===== src/rtl/fcmp_pkg.sv =====
package fcmp_pkg;

  localparam int SP_EXP  = 8;
  localparam int SP_FRAC = 23;
  localparam int DP_EXP  = 11;
  localparam int DP_FRAC = 52;
  localparam int SP_W    = 1 + SP_EXP + SP_FRAC;
  localparam int DP_W    = 1 + DP_EXP + DP_FRAC;
  localparam int MAG_W   = DP_EXP + DP_FRAC;
  localparam int NUM_OPS = 2;

  // Classified operand: magnitude is zero-extended to the double width.
  typedef struct packed {
    logic             isNan;
    logic             isSnan;
    logic             isZero;
    logic             sign;
    logic [MAG_W-1:0] mag;
  } opInfo_t;

  // Strobes from control to datapath.
  typedef struct packed {
    logic capture;
    logic useDouble;
    logic zeroB;
    logic trapQuiet;
    logic flush;
  } cmpStrobe_t;

  typedef enum logic [1:0] {
    OUT_LT = 2'd0,
    OUT_EQ = 2'd1,
    OUT_GT = 2'd2,
    OUT_UN = 2'd3
  } cmpOutcome_t;

endpackage


===== src/rtl/fcmp_classify.sv =====
module fcmp_classify
  import fcmp_pkg::*;
#(
  parameter int EXP_W  = 8,
  parameter int FRAC_W = 23,
  localparam int WORD_W = 1 + EXP_W + FRAC_W
) (
  input  logic [WORD_W-1:0] word,
  input  logic              flush,
  output opInfo_t           info
);

  logic [EXP_W-1:0]  expField;
  logic [FRAC_W-1:0] fracField;
  logic              expAllOnes;
  logic              expAllZero;
  logic              fracNonZero;
  logic              zeroLike;
  logic [MAG_W-1:0]  magExt;

  always_comb begin
    expField    = word[FRAC_W +: EXP_W];
    fracField   = word[FRAC_W-1:0];
    expAllOnes  = &expField;
    expAllZero  = ~|expField;
    fracNonZero = |fracField;

    // A true zero, or a subnormal when flushing.
    zeroLike = expAllZero & (~fracNonZero | flush);

    magExt = '0;
    magExt[EXP_W+FRAC_W-1:0] = {expField, fracField};

    info.isNan  = expAllOnes & fracNonZero;
    info.isSnan = expAllOnes & fracNonZero & ~fracField[FRAC_W-1];
    info.isZero = zeroLike;
    // Zeros carry a positive sign so that +0 and -0 meet in one code.
    info.sign   = word[WORD_W-1] & ~zeroLike;
    info.mag    = zeroLike ? '0 : magExt;
  end

endmodule


===== src/rtl/fcmp_ctrl.sv =====
module fcmp_ctrl
  import fcmp_pkg::*;
(
  input  logic       clk,
  input  logic       rstN,
  input  logic       inValid,
  input  logic       isDouble,
  input  logic       cmpZero,
  input  logic       quietSignals,
  input  logic       flushZero,
  output cmpStrobe_t strobe,
  output logic       outValid
);

  always_comb begin
    strobe.capture   = inValid;
    strobe.useDouble = isDouble;
    strobe.zeroB     = cmpZero;
    strobe.trapQuiet = quietSignals;
    strobe.flush     = flushZero;
  end

  always_ff @(posedge clk) begin
    if (!rstN) outValid <= 1'b0;
    else       outValid <= inValid;
  end

endmodule


===== src/rtl/fcmp_datapath.sv =====
module fcmp_datapath
  import fcmp_pkg::*;
(
  input  logic            clk,
  input  logic            rstN,
  input  cmpStrobe_t      strobe,
  input  logic [DP_W-1:0] opA,
  input  logic [DP_W-1:0] opB,
  output logic            flagN,
  output logic            flagZ,
  output logic            flagC,
  output logic            flagV,
  output logic            invalidOp
);

  logic [DP_W-1:0] opWord [NUM_OPS];
  opInfo_t         spInfo [NUM_OPS];
  opInfo_t         dpInfo [NUM_OPS];
  opInfo_t         selInfo[NUM_OPS];

  assign opWord[0] = opA;
  assign opWord[1] = strobe.zeroB ? '0 : opB;

  for (genvar g = 0; g < NUM_OPS; g++) begin : g_op
    fcmp_classify #(.EXP_W(SP_EXP), .FRAC_W(SP_FRAC)) u_sp (
      .word  (opWord[g][SP_W-1:0]),
      .flush (strobe.flush),
      .info  (spInfo[g])
    );
    fcmp_classify #(.EXP_W(DP_EXP), .FRAC_W(DP_FRAC)) u_dp (
      .word  (opWord[g]),
      .flush (strobe.flush),
      .info  (dpInfo[g])
    );
    assign selInfo[g] = strobe.useDouble ? dpInfo[g] : spInfo[g];
  end

  cmpOutcome_t outcome;
  logic        trapNow;
  logic        magLess;
  logic        magSame;
  logic        anyNan;

  always_comb begin
    anyNan  = selInfo[0].isNan | selInfo[1].isNan;
    magLess = selInfo[0].mag < selInfo[1].mag;
    magSame = selInfo[0].mag == selInfo[1].mag;
    trapNow = (selInfo[0].isNan & (selInfo[0].isSnan | strobe.trapQuiet)) |
              (selInfo[1].isNan & (selInfo[1].isSnan | strobe.trapQuiet));

    if (anyNan)
      outcome = OUT_UN;
    else if (selInfo[0].sign != selInfo[1].sign)
      outcome = selInfo[0].sign ? OUT_LT : OUT_GT;
    else if (magSame)
      outcome = OUT_EQ;
    else if (magLess ^ selInfo[0].sign)
      outcome = OUT_LT;
    else
      outcome = OUT_GT;
  end

  logic [3:0] nzcvNext;

  always_comb begin
    unique case (outcome)
      OUT_LT:  nzcvNext = 4'b1000;
      OUT_EQ:  nzcvNext = 4'b0110;
      OUT_GT:  nzcvNext = 4'b0010;
      default: nzcvNext = 4'b0011;
    endcase
  end

  always_ff @(posedge clk) begin
    if (!rstN) begin
      {flagN, flagZ, flagC, flagV} <= 4'b0000;
      invalidOp                    <= 1'b0;
    end else if (strobe.capture) begin
      {flagN, flagZ, flagC, flagV} <= nzcvNext;
      invalidOp                    <= trapNow;
    end
  end

endmodule


===== src/rtl/fcmp_nzcv.sv =====
module fcmp_nzcv
  import fcmp_pkg::*;
(
  input  logic        clk,
  input  logic        rstN,
  input  logic        inValid,
  input  logic        isDouble,
  input  logic        cmpZero,
  input  logic        quietSignals,
  input  logic        flushZero,
  input  logic [63:0] opA,
  input  logic [63:0] opB,
  output logic        outValid,
  output logic        flagN,
  output logic        flagZ,
  output logic        flagC,
  output logic        flagV,
  output logic        invalidOp
);

  cmpStrobe_t strobe;

  fcmp_ctrl u_ctrl (
    .clk          (clk),
    .rstN         (rstN),
    .inValid      (inValid),
    .isDouble     (isDouble),
    .cmpZero      (cmpZero),
    .quietSignals (quietSignals),
    .flushZero    (flushZero),
    .strobe       (strobe),
    .outValid     (outValid)
  );

  fcmp_datapath u_dp (
    .clk       (clk),
    .rstN      (rstN),
    .strobe    (strobe),
    .opA       (opA),
    .opB       (opB),
    .flagN     (flagN),
    .flagZ     (flagZ),
    .flagC     (flagC),
    .flagV     (flagV),
    .invalidOp (invalidOp)
  );

endmodule


===== config.mk =====
export PLATFORM = sky130hd
export DESIGN_NAME = fcmp_nzcv
export DESIGN_NICKNAME = d
export VERILOG_FILES = /design/src/rtl/fcmp_pkg.sv /design/src/rtl/fcmp_classify.sv /design/src/rtl/fcmp_ctrl.sv /design/src/rtl/fcmp_datapath.sv /design/src/rtl/fcmp_nzcv.sv
export SDC_FILE = /design/constraint.sdc
export NUM_CORES = 1
export LEC_CHECK = 0
export ABC_AREA = 1
export BUFFER_PORTS_ARGS = -buffer_cell sky130_fd_sc_hd__buf_4
export CORE_MARGIN = 1.5
export CORE_UTILIZATION = 52
export DETAILED_ROUTE_END_ITERATION = 8
export MAX_ROUTING_LAYER = met4
export PLACE_DENSITY = 0.91
export SLEW_MARGIN = 5
export SYNTH_ARGS = -nofsm -noshare
export SYNTH_HDL_FRONTEND = slang
export SYNTH_SLANG_ARGS = --single-unit

===== constraint.sdc =====
create_clock -name clk -period 3.91 [get_ports clk]
set_clock_uncertainty 0.15 [all_clocks]
set_input_delay 0.391 -clock clk [delete_from_list [all_inputs] [get_ports clk]]
set_output_delay 0.391 -clock clk [all_outputs]
set_load 0.005 [all_outputs]

==> results.toml <==
[finish]
layout_commonest_cell = "nand2_1"
fin_cells = 949
final_cell_mix = "nand2_1, buf_4, inv_1"
drive_gt1_share_pct = 19.58
antenna_cells = 0
syn2layout_area_growth_pct = 32.01
nets = 1053

[synthesis]
synth_top_cell_area_share_pct = 22.61
ys_async_sr_fraction_pct = 0
syn_nets = 926
synth_adder_area_share_pct = 20.92
synth-seq-area-share_pct = 3.187
synth_top_family_by_area = "simple AND/OR/NAND/NOR gates"
netlist_instances = 728
syn_area_um2 = 3769
synth_compound_area_share_pct = 7.437
synth_xor_area_share_pct = 0
synth_seq_cells = 6
synth_cell_types = 28
synth_area_leaders = "nand2_1, ha_1, nand3_1, inv_1, nor2_1"
avgSynthCellArea_um2 = 5.177
ys.flop_type = "dfxtp_1"
synthMuxAreaShare_pct = 0
synthSimpleGateAreaFrac_pct = 53.82
synth-edff-count = 0
synth_warnings = 0
yosys.area.top_type = "nand2_1"

[global_route]
grt_pass1_wl_um = 20780
overflow = 0
antenna_found_initial = 0
grt_start_max_net_pins = 39
grt_usage_pct = 33.61
grt_pass1_vias = 4786

[worst_setup_path]
cp.required_ns = 3.92
r2r_end = "u_dp.flagN"
rrSetupSlack_ns = 3.09
startpoint_type = "primary input"
reg2regPathDepth = 4
crit_fanout = 21
critPathCaptureType = "flip-flop"
critPathArrivalTime_ns = 3.60
criticalPathCategory = "in -> reg"
r2r_start = "u_dp.flagN"

[cts]
hold_buffers = 0
cts.sink_count = 6
clock_latency_ns = 0.23
tritoncts = "built"
cts.clk_slew.worst_paths_ns = 0.04
cts_max_path_buffers = 2
cts_buffers = 3
cts_max_level = 1
cts_root_buffer = "clkbuf_8"

[routing]
drt-initial-drc-count = 376
ant_nets = 0
viasPerCell = 5.468
drc = 0
wl_per_cell_um = 13.38
drtPass1Iterations = 5
wirelength_um = 12700
dr_total_vias = 5189

[timing]
rsz0062_at_grt = "false"
fin_crit_sh_pct = 91.85
max_slew_margin_pct = 65.31
tightest_slew_ns = 0.5185
final_hold_viol_count = 0
timing.setup.tns_ns = 0
maxSlewViolCount = 0
period_minus_slack_ns = 3.591
hold_slack_ns = 0.2235
setup_viol = 0
fmax_mhz = 278.5

[power]
power_uw = 641.8
p_per_area_nw_per_um2 = 129.0
p_leak_uw = 0.002873
worst_ir_drop_vdd_uv = 62.00

[placed_design]
dp.cells = 945
portBuffers = 140
place.gp.congestion = 1.020
hpwlAfterDp_um = 10710

[floorplanning]
pin_count = 141
initial_core_util_pct = 54.57
dieArea_um2 = 7767
placementRows = 30
die_h_um = 88.13
die_x_um = 88.13
core_um2 = 6907

[min_path]
hold_class = "in -> reg"
worstHoldEndpoint = "u_ctrl.outValid"
hold_depth = 3
holdCritStartpoint = "rstN"

[run]
drv_cap = 0

[run_status]
status = "completed"
[cells by family (layout without fill, tap and decap cells)]
| group | after synthesis | after routing |
|---|---|---|
| flops | 6 | 6 |
| simple gates | 473 | 474 |
| fa+ha+maj | 63 | 63 |
| compound gates | 51 | 51 |
| buf+inv | 135 | 259 |
[area by class of cell]
class	count	area, um2
tap	96	120.1
fill	644	1932
timing repair buffer	153	1177
multi-input combinational	588	3124
inverter	103	391.6
sequential	6	120.1
clock buffer	3	41.29
[synthesized netlist by cell type, types with 6 or more instances]
library cell	count
dfxtp_1	6
nor3_1	15
clkbuf_1	20
nor2_1	102
o21ai_0	13
ha_1	63
nand2_1	227
nand3_1	82
nand4_1	32
a21oi_1	26
inv_1	102
[layer usage]
metal  track usage, %  vias to the layer above  wire length, um
met2            59.61                      241             6244
met4            7.528                        0              263
li1                 -                     2603                -
met3            1.697                       30              917
met1            41.86                     2315             5274
met5                -                        -                0
[flip-flops by register name, summed over array words and instances (netlist names)]
signal	cells
u_ctrl.outValid	1
u_dp.flagC	1
u_dp.flagN	1
u_dp.flagV	1
u_dp.flagZ	1
u_dp.invalidOp	1
[how the worst max path moves through the flow]
stage | from | end | slack (ns) | cells past startpoint
after floorplan | cmpZero | u_dp.flagN | 0.65 | 25
after global placement | opA[7] | u_dp.flagN | 0.16 | 29
after detailed placement | cmpZero | u_dp.flagN | 0.04 | 26
after CTS | cmpZero | u_dp.flagN | 0.27 | 26
after global routing | cmpZero | u_dp.flagN | 0.01 | 24
final | cmpZero | u_dp.flagN | 0.32 | 27
[stage by stage]
stage	utilization, %	cell area, um2	setup WS [ns]
2_1_floorplan	-	3769	0.6501
3_3_place_gp	70.94	4900	0.1558
3_5_place_dp	70.94	4900	0.04416
4_1_cts	71.54	4941	0.2718
5_1_grt	72.03	4975	0.01226
6_report	72.03	4975	0.3189
[repair_timing]
item / in CTS / in global routing
setup endpoints to repair: 0 / 3
resized for setup: 0 / 7
buffers inserted: 0 / 0
[where the power goes]
group / switching [uW] / total (uW) / leakage, uW / internal (uW)
Sequential: 1.61 / 66.4 / 0.0000492 / 64.8
Clock: 28.6 / 94.9 / 0.0000216 / 66.3
Combinational: 258 / 480 / 0.00280 / 223
[critical path: stages]
cell     delay [ns]
buf_4          0.15
inv_6          0.15
buf_4          0.19
o21a_1         0.16
nor2_1         0.07
nand3_1        0.08
nor2_1         0.05
nand2_1        0.11
nand2_2        0.12
a21oi_1        0.18
buf_6          0.22
nand3_1        0.10
ha_1           0.30
nand2_1        0.06
nor2_1         0.27
nand2_1        0.09
nand2_1        0.10
nand2_1        0.06
nand2_1        0.08
a21oi_1        0.09
nand3_1        0.10
nand2_1        0.05
nand2_1        0.06
nand3_1        0.07
nor2_1         0.14
nor2_1         0.06
nor2_1         0.09
(Power assumes the default switching activity.)
